`src/rtl/nfr_pkg.sv`:
```
package nfr_pkg;
  localparam int BYTE_W = 8;
  localparam int ECC_W  = 3;

  typedef logic [BYTE_W-1:0] byte_t;

  localparam byte_t OP_GET  = 8'h0F;
  localparam byte_t OP_SET  = 8'h1F;
  localparam byte_t OP_WEN  = 8'h06;
  localparam byte_t OP_WDIS = 8'h04;
  localparam byte_t OP_SRST = 8'hFF;

  localparam byte_t FA_PROT = 8'hA0;
  localparam byte_t FA_CFG  = 8'hB0;
  localparam byte_t FA_STAT = 8'hC0;
  localparam byte_t FA_DRV  = 8'hD0;

  localparam byte_t WM_PROT = 8'hBE;
  localparam byte_t WM_CFG  = 8'hD1;
  localparam byte_t WM_DRV  = 8'h60;

  localparam byte_t RV_PROT = 8'h00;
  localparam byte_t RV_CFG  = 8'h10;
  localparam byte_t RV_DRV  = 8'h00;

  localparam int LOCK_BIT = 7;

  typedef enum logic [1:0] {SES_IDLE, SES_GET, SES_SET} ses_e;
endpackage

```
`src/rtl/nfr_cmd_track.sv`:
```
module nfr_cmd_track
  import nfr_pkg::*;
(
  input  logic  clk,
  input  logic  rst_n,
  input  logic  cs_n,
  input  logic  cmd_valid,
  input  byte_t cmd_op,
  input  logic  addr_valid,
  input  byte_t addr_byte,
  input  logic  wr_valid,
  output byte_t sel_addr,
  output logic  get_active,
  output logic  wr_ready,
  output logic  wr_fire,
  output logic  wel_set,
  output logic  wel_clr,
  output logic  soft_rst
);
  ses_e ses_q;
  logic addr_ok_q;
  logic data_done_q;
  logic cmd_hit;

  assign cmd_hit    = !cs_n && cmd_valid;
  assign wel_set    = cmd_hit && (cmd_op == OP_WEN);
  assign wel_clr    = cmd_hit && (cmd_op == OP_WDIS);
  assign soft_rst   = cmd_hit && (cmd_op == OP_SRST);
  assign wr_ready   = !cs_n && (ses_q == SES_SET) && addr_ok_q && !data_done_q;
  assign wr_fire    = wr_valid && wr_ready;
  assign get_active = !cs_n && (ses_q == SES_GET) && addr_ok_q;

  always_ff @(posedge clk or negedge rst_n) begin
    if (!rst_n) begin
      ses_q       <= SES_IDLE;
      sel_addr    <= '0;
      addr_ok_q   <= 1'b0;
      data_done_q <= 1'b0;
    end else if (cs_n) begin
      ses_q       <= SES_IDLE;
      addr_ok_q   <= 1'b0;
      data_done_q <= 1'b0;
    end else if (cmd_valid) begin
      addr_ok_q   <= 1'b0;
      data_done_q <= 1'b0;
      case (cmd_op)
        OP_GET:  ses_q <= SES_GET;
        OP_SET:  ses_q <= SES_SET;
        default: ses_q <= SES_IDLE;
      endcase
    end else begin
      if (addr_valid && (ses_q != SES_IDLE) && !addr_ok_q) begin
        sel_addr  <= addr_byte;
        addr_ok_q <= 1'b1;
      end
      if (wr_fire) data_done_q <= 1'b1;
    end
  end


  one_byte_per_set_chk: assert property (@(posedge clk) disable iff (!rst_n)
    wr_fire |=> !wr_ready);


  read_ends_with_cs_chk: assert property (@(posedge clk) disable iff (!rst_n)
    cs_n |=> !get_active);
endmodule

```
`src/rtl/nfr_store.sv`:
```
module nfr_store
  import nfr_pkg::*;
(
  input  logic             clk,
  input  logic             rst_n,
  input  logic             wr_fire,
  input  byte_t            wr_addr,
  input  byte_t            wr_data,
  input  logic             wp_n,
  input  logic             wel_set,
  input  logic             wel_clr,
  input  logic             soft_rst,
  input  logic             op_done,
  input  logic             busy,
  input  logic             pfail_set,
  input  logic             efail_set,
  input  logic             ecc_valid,
  input  logic [ECC_W-1:0] ecc_code,
  output byte_t            prot_q,
  output byte_t            cfg_q,
  output byte_t            drv_q,
  output byte_t            stat_q
);
  logic [ECC_W-1:0] eccs_q;
  logic pfail_q, efail_q, wel_q;
  logic prot_locked;
  logic stat_clear;

  assign prot_locked = prot_q[LOCK_BIT] && !wp_n;
  assign stat_clear  = soft_rst && !busy;
  assign stat_q      = {1'b0, eccs_q, pfail_q, efail_q, wel_q, busy};

  always_ff @(posedge clk or negedge rst_n) begin
    if (!rst_n) begin
      prot_q <= RV_PROT;
      cfg_q  <= RV_CFG;
      drv_q  <= RV_DRV;
    end else if (wr_fire) begin
      case (wr_addr)
        FA_PROT: if (!prot_locked) prot_q <= wr_data & WM_PROT;
        FA_CFG:  cfg_q <= wr_data & WM_CFG;
        FA_DRV:  drv_q <= wr_data & WM_DRV;
        default: ;
      endcase
    end
  end

  always_ff @(posedge clk or negedge rst_n) begin
    if (!rst_n) begin
      eccs_q  <= '0;
      pfail_q <= 1'b0;
      efail_q <= 1'b0;
    end else if (stat_clear) begin
      eccs_q  <= '0;
      pfail_q <= 1'b0;
      efail_q <= 1'b0;
    end else begin
      if (ecc_valid) eccs_q  <= ecc_code;
      if (pfail_set) pfail_q <= 1'b1;
      if (efail_set) efail_q <= 1'b1;
    end
  end

  always_ff @(posedge clk or negedge rst_n) begin
    if (!rst_n)                             wel_q <= 1'b0;
    else if (wel_clr || op_done || soft_rst) wel_q <= 1'b0;
    else if (wel_set)                        wel_q <= 1'b1;
  end


  prot_lock_chk: assert property (@(posedge clk) disable iff (!rst_n)
    (wr_fire && wr_addr == FA_PROT && prot_q[LOCK_BIT] && !wp_n) |=> $stable(prot_q));


  stat_readonly_chk: assert property (@(posedge clk) disable iff (!rst_n)
    (wr_fire && wr_addr == FA_STAT && !pfail_set && !efail_set && !ecc_valid &&
     !soft_rst && !wel_set && !wel_clr && !op_done) |=> $stable(stat_q[7:1]));


  done_clears_wel_chk: assert property (@(posedge clk) disable iff (!rst_n)
    op_done |=> !stat_q[1]);


  idle_reset_clears_chk: assert property (@(posedge clk) disable iff (!rst_n)
    (soft_rst && !busy) |=> (stat_q[6:1] == '0));
endmodule

```
`src/rtl/nand_feature_regfile.sv`:
```
module nand_feature_regfile
  import nfr_pkg::*;
(
  input  logic        clk,
  input  logic        rst_n,
  input  logic        cs_n,
  input  logic        cmd_valid,
  input  logic [7:0]  cmd_op,
  input  logic        addr_valid,
  input  logic [7:0]  addr_byte,
  input  logic        wr_valid,
  input  logic [7:0]  wr_data,
  output logic        wr_ready,
  output logic        rd_valid,
  output logic [7:0]  rd_data,
  input  logic        wp_n,
  input  logic        array_busy,
  input  logic        op_done,
  input  logic        pfail_set,
  input  logic        efail_set,
  input  logic        ecc_valid,
  input  logic [2:0]  ecc_code,
  output logic        wel,
  output logic [2:0]  prot_bp,
  output logic        prot_inv,
  output logic        prot_cmp,
  output logic        cfg_otp_prt,
  output logic        cfg_otp_en,
  output logic        cfg_ecc_en,
  output logic        cfg_qe,
  output logic [1:0]  drive_str
);
  byte_t sel_addr;
  logic  get_active, wr_fire, wel_set, wel_clr, soft_rst;
  byte_t prot_q, cfg_q, drv_q, stat_q;
  byte_t rd_mux;

  nfr_cmd_track u_track (
    .clk, .rst_n, .cs_n, .cmd_valid, .cmd_op, .addr_valid, .addr_byte,
    .wr_valid, .sel_addr, .get_active, .wr_ready, .wr_fire,
    .wel_set, .wel_clr, .soft_rst
  );

  nfr_store u_store (
    .clk, .rst_n, .wr_fire, .wr_addr(sel_addr), .wr_data, .wp_n,
    .wel_set, .wel_clr, .soft_rst, .op_done, .busy(array_busy),
    .pfail_set, .efail_set, .ecc_valid, .ecc_code,
    .prot_q, .cfg_q, .drv_q, .stat_q
  );

  always_comb begin
    case (sel_addr)
      FA_PROT: rd_mux = prot_q;
      FA_CFG:  rd_mux = cfg_q;
      FA_STAT: rd_mux = stat_q;
      FA_DRV:  rd_mux = drv_q;
      default: rd_mux = '0;
    endcase
  end

  assign rd_valid    = get_active;
  assign rd_data     = get_active ? rd_mux : '0;
  assign wel         = stat_q[1];
  assign prot_bp     = prot_q[5:3];
  assign prot_inv    = prot_q[2];
  assign prot_cmp    = prot_q[1];
  assign cfg_otp_prt = cfg_q[7];
  assign cfg_otp_en  = cfg_q[6];
  assign cfg_ecc_en  = cfg_q[4];
  assign cfg_qe      = cfg_q[0];
  assign drive_str   = drv_q[6:5];


  cfg_reserved_zero_chk: assert property (@(posedge clk) disable iff (!rst_n)
    (rd_valid && sel_addr == FA_CFG) |-> ((rd_data & ~WM_CFG) == '0));


  busy_live_chk: assert property (@(posedge clk) disable iff (!rst_n)
    (rd_valid && sel_addr == FA_STAT) |-> (rd_data[0] == array_busy));
endmodule

```
`config.mk`:
```
export PLATFORM = sky130hd
export DESIGN_NAME = nand_feature_regfile
export DESIGN_NICKNAME = d
export VERILOG_FILES = /design/src/rtl/nfr_pkg.sv /design/src/rtl/nfr_cmd_track.sv /design/src/rtl/nfr_store.sv /design/src/rtl/nand_feature_regfile.sv
export SDC_FILE = /design/constraint.sdc
export NUM_CORES = 1
export LEC_CHECK = 0
export BUFFER_PORTS_ARGS = -buffer_cell sky130_fd_sc_hd__buf_2
export CAP_MARGIN = 20
export CORE_ASPECT_RATIO = 1.25
export CORE_MARGIN = 2
export CORE_UTILIZATION = 43
export CTS_BUF_LIST = sky130_fd_sc_hd__clkbuf_8 sky130_fd_sc_hd__clkbuf_16
export CTS_CLUSTER_SIZE = 28
export DETAILED_ROUTE_END_ITERATION = 7
export PLACE_DENSITY_LB_ADDON = 0.15
export SYNTH_ARGS = -nofsm -noshare
export SYNTH_HDL_FRONTEND = slang
export SYNTH_SLANG_ARGS = --single-unit
export TNS_END_PERCENT = 30
```
`constraint.sdc`:
```
create_clock -name clk -period 1.7 [get_ports clk]
set_input_delay 0.255 -clock clk [delete_from_list [all_inputs] [get_ports clk]]
set_output_delay 0.255 -clock clk [all_outputs]
set_load 0.03 [all_outputs]
```
# == After elaboration in Yosys (flattened, before gate mapping) ==
# Cells that the tools add are included.
# word_totals
regBits,30
latch_bits,0
ramBits,0
rom_bits,0
inputBits,39
mem_count,0
# op_classes
n_addsub,0
n_mul,0
div_mod_pow,0
order_cmp,0
eq_ne,11
n_shift,0
mux,19
n_bitwise,3
n_reduce_logical,33
# op_table
cell,count
$eq A8 B8 Y1 const B,5
$pmux W8 S4,1
$eq A8 B3 Y1 const B,2
$logic_and A1 B1 Y1,14
$mux W1,12
$reduce_bool A2 Y1,6
$eq A8 B4 Y1 const B,1
$eq A8 B5 Y1 const B,1
$mux W8,1
$mux W3,2
$reduce_and A3 Y1,2
$reduce_bool A3 Y1,2
$logic_not A1 Y1,5
$mux W2,2
$pmux W2 S2,1
$reduce_and A2 Y1,2
$not A1 Y1,3
$eq A2 B1 Y1 const B,1
$eq A2 B2 Y1 const B,1
$logic_or A1 B1 Y1,2

# == Depth between registers and ports, before layout ==
# logic_depth
ltp_word,8
mapped_depth,5

# == Modules after synthesis ==
# From an unflattened synthesis, not the netlist that was laid out.
# unflattened
hier_cells,159
area_unflattened_um2,1739.2
# modules_own_cells
mod,n_inst,cells_each,area_per_inst_um2
nfr_store,1,70,852.1
nfr_cmd_track,1,48,561.8
nand_feature_regfile,1,41,325.3

# == Worst setup path before layout ==
# OpenSTA, ideal clock, no wires.
# synth_timing
path_kind,register to output
from,register u_track.sel_addr[1]
to,output rd_data[4]
arrival_time_ns,1.800
slack_ns,-0.355
stages_incl_launch_ff,5
path_buffers,0
path_cell_list,dfrtp_1 or4_4 nor4_4 a22oi_1 nor2_1
# synth_between
elab_chain_cells,3
word_cells_on_any_way,6
# synth_rtl
item,line,text
start: declaration,nfr_cmd_track.sv:12,"output byte_t sel_addr,"
start signal: assignment,nfr_cmd_track.sv:53,sel_addr <= addr_byte;
$eq A8 B8 Y1,nand_feature_regfile.sv:52,case (sel_addr)
$pmux W8 S4 (*),nand_feature_regfile.sv:52,
$mux W8 (*),nand_feature_regfile.sv:62,assign rd_data = get_active ? rd_mux : '0;
end: declaration,nand_feature_regfile.sv:15,"output logic [7:0] rd_data,"
# Mark *: on every way between the ends. The rest lies on a longest branch, timed or not.

# == Final worst setup path ==
# layout_timing
from,register u_track.sel_addr[1]
to,output rd_data[6]
# Same word-level chain as after synthesis.

==> results.cfg <==
[grt]
antenna_found_initial = 0
grt_pass1_wl_um = 6400
grt_pass1_vias = 1465
grt_max_degree = 31
grt_usage_pct = 20.5
overflow = 0

[layout]
diodes = 0
fin_area_sq_um = 2280
nets = 256
final_common_cell = buf_2
layout_common_cells = buf_2 (52), dfrtp_1 (29), mux2_2 (20), buf_4 (20), nor2_1 (11)
postLayoutCoreUtil_pct = 65.9
fillers = 293
instances_no_fill = 257
area_delta_synth_final_pct = 47.8
layout-drive-gt1-share_pct = 62.4

[routing]
vias_per_cell = 5.27
via_count = 1354
firstDrtPassIters = 4
routedWlPerCell_um = 15.3
drc = 0
finalWirelength_um = 3930
wl_met1_um = 1470
met2_length_um = 2280
wl_met3_um = 131
postRouteAntennaNets = 0
routed.top_layer = met4
drt_iter0_markers = 37

[die]
die_w_um = 57.5
chipHeight_um = 70.9
io_pins = 61
die_area_sq_um = 4080
fp-row-count = 24
initial_core_util_pct = 44.6
core_area_sq_um = 3450

[setup_path]
endpoint_kind = output port
r2r_slack_ps = -210
path_depth = 6
required_ps = 1440
cpMaxStageDelayCell = or4_4
path_cells = or4_4 -> buf_6 -> nor3_4 -> nand2_1 -> a21oi_2 -> buf_6
worstSetupPathType = reg2out
r2r_cells = 5
cp.arrival_ps = 1940
critPathBufInv = 2
crit_family = simple AND/OR/NAND/NOR gates
critPathMaxStageDelay_ps = 580
cp_common_cell = buf_6
crit_fanout = 3
start_kind = flip-flop

[clock_network]
numCtsBuffers = 5
htree_levels = 2
cts_buffer_depth = 2
cts.clk_slew.worst_paths_ps = 70
clkLatencyLatePin_ps = 280
hold_buffers = 0
cts_tree = yes
cts_root_buf = clkbuf_8
clock-sinks = 30

[placed_design]
io_buffers = 60
place_congestion = 0.824
place_area_sq_um = 2030
dpl.hpwl_um = 3050
dp_cells = 247

[synthesis]
ys.warnings.count = 0
syn_avg_cell_area_sq_um = 11.3
synth_area_sq_um = 1540
synth_seq_area_share_pct = 48.8
ys_ff_latch = 30
syn_nets = 175
netlist_instances = 136
ys_types = 35

[sta]
final_hold_viol_count = 0
final_max_slew_viol_count = 0
final.min_clock_period_ps = 2190
setup_viol = 20
max_slew_margin_pct = 55.0
finalWorstSetupSlack_ps = -492
rsz0062_at_grt = true
clock.fmax_mhz = 456
worst_pin_slew_ps = 675
fin_crit_sh_pct = 129
skew_ps = 7.57

[pwr]
switchingPower_mw = 0.334
seq_power_share_pct = 42.0
internal_power_mw = 1.41
peakVddDrop_uv = 642
p_clk_share_pct = 51.4
leakagePower_nw = 1.16
pwr-share-comb_pct = 6.6
p_per_area_nw_per_um2 = 765
swShare_pct = 19.2

[hold_path]
hold_class = in2async

[flow_run]
max_cap_viol_count = 0

[outcome]
violations = setup timing
status = complete, but fails checks
[path summary, 6_finish.rpt]
path                                                 startpoint                               to
worst max-delay path            u_track.sel_addr[1]$_DFFE_PN0P_                       rd_data[6]
min in group clk                                        op_done        u_store.wel_q$_DFFE_PN0P_
max in group asynchronous                                 rst_n  u_track.sel_addr[3]$_DFFE_PN0P_
worst min-delay path                                      rst_n     u_store.drv_q[6]$_DFFE_PN0P_
worst min register to register  u_track.data_done_q$_DFFE_PN0P_  u_track.data_done_q$_DFFE_PN0P_
worst max register to register  u_track.sel_addr[1]$_DFFE_PN0P_     u_store.drv_q[5]$_DFFE_PN0P_
[worst reg2reg max path: stages (launching register included)]
cell	delay, ps
dfrtp_1	400
or4_4	580
buf_6	150
nor3_4	150
and3_4	230
mux2_4	290
[flip-flops by register name, summed over array words and instances, names as in the netlist]
| name | flops |
|---|---|
| u_track.data_done_q | 1 |
| u_track.ses_q | 2 |
| u_store.drv_q | 2 |
| u_store.eccs_q | 3 |
| u_track.addr_ok_q | 1 |
| u_store.wel_q | 1 |
| u_store.pfail_q | 1 |
| u_track.sel_addr | 8 |
| u_store.efail_q | 1 |
| u_store.cfg_q | 4 |
| u_store.prot_q | 6 |
[layer usage]
layer,GRT usage [%],vias up
li1,-,649
met1,22.3,665
met2,36.4,32
met3,5.67,8
met4,9.30,0
met5,0,-
[logic make-up after synthesis]
group	synth area share, %
and+or+nand+nor	22.2
muxes	19.2
DFF	48.8
buffers and inverters	3.17
xor gates and xnor gates	0.569
AOI/OAI and AO/OA	6.09
[area by class of cell]
type	count	area (sq um)	share of cell area, %
repair buffers	81	512	22.5
flip-flops and latches	30	752	33.0
multi-input cells	97	815	35.8
clock inverters	2	60.1	2.64
well taps	39	48.8	2.14
inverters	2	7.51	0.330
clock buffers	6	82.6	3.63
[through the flow]
step	worst slack [ps]	setup TNS, ps	hold slack (ps)	power (mW)
3_3_place_gp	-263	-4140	318	0.850
5_1_grt	-608	-7560	55.9	1.80
3_5_place_dp	-310	-4770	328	0.856
6_report	-492	-5620	7.09	1.74
4_1_cts	-542	-5490	21.0	1.76
2_1_floorplan	-195	-1460	-40.6	0.775
[what timing repair did]
item | CTS | global route
pin swaps | 6 | 7
setup endpoints to repair | 20 | 20
resized for setup | 18 | 7
buffers inserted | 1 | 1
[cells in the mapped netlist]
| library cell | instances | share of area (%) |
|---|---|---|
| nor3_4 | 1 | 1.1 |
| and3_1 | 4 | 1.6 |
| buf_2 | 3 | 0.97 |
| nor4_1 | 1 | 0.41 |
| dfstp_2 | 1 | 1.7 |
| nor4b_1 | 1 | 0.57 |
| nor3b_1 | 1 | 0.49 |
| nand2_1 | 5 | 1.2 |
| and3_4 | 1 | 0.73 |
| buf_4 | 3 | 1.5 |
| o21a_1 | 3 | 1.5 |
| nor3_1 | 4 | 1.3 |
| a21oi_1 | 4 | 1.3 |
| inv_1 | 2 | 0.49 |
| mux2i_1 | 4 | 2.6 |
| xor2_1 | 1 | 0.57 |
| clkbuf_1 | 1 | 0.24 |
| mux2_2 | 20 | 15 |
| nor4_4 | 1 | 1.4 |
| nand2b_1 | 2 | 0.81 |
| or4_4 | 1 | 0.73 |
| dfrtp_1 | 29 | 47 |
| nor2_1 | 18 | 4.4 |
| and3b_1 | 2 | 1.1 |
| nand3_1 | 3 | 0.97 |
| mux2_4 | 2 | 1.9 |
| nand4b_1 | 1 | 0.57 |
| o21ai_0 | 1 | 0.32 |
| and4_1 | 2 | 1.1 |
| a22oi_1 | 5 | 2.4 |
| or3_2 | 1 | 0.49 |
| a32oi_1 | 1 | 0.57 |
| nand4_1 | 4 | 1.6 |
| nor2b_1 | 2 | 0.81 |
| or4bb_1 | 1 | 0.73 |
[power groups by stage]
stage,logic (mW),clock network (mW),registers [mW]
after floorplan,0.0334,0,0.742
after global placement,0.106,0,0.744
after detailed placement,0.111,0,0.744
after CTS,0.114,0.911,0.731
after global routing,0.129,0.943,0.732
final,0.115,0.896,0.732
Power figures use the tool's default switching activity.
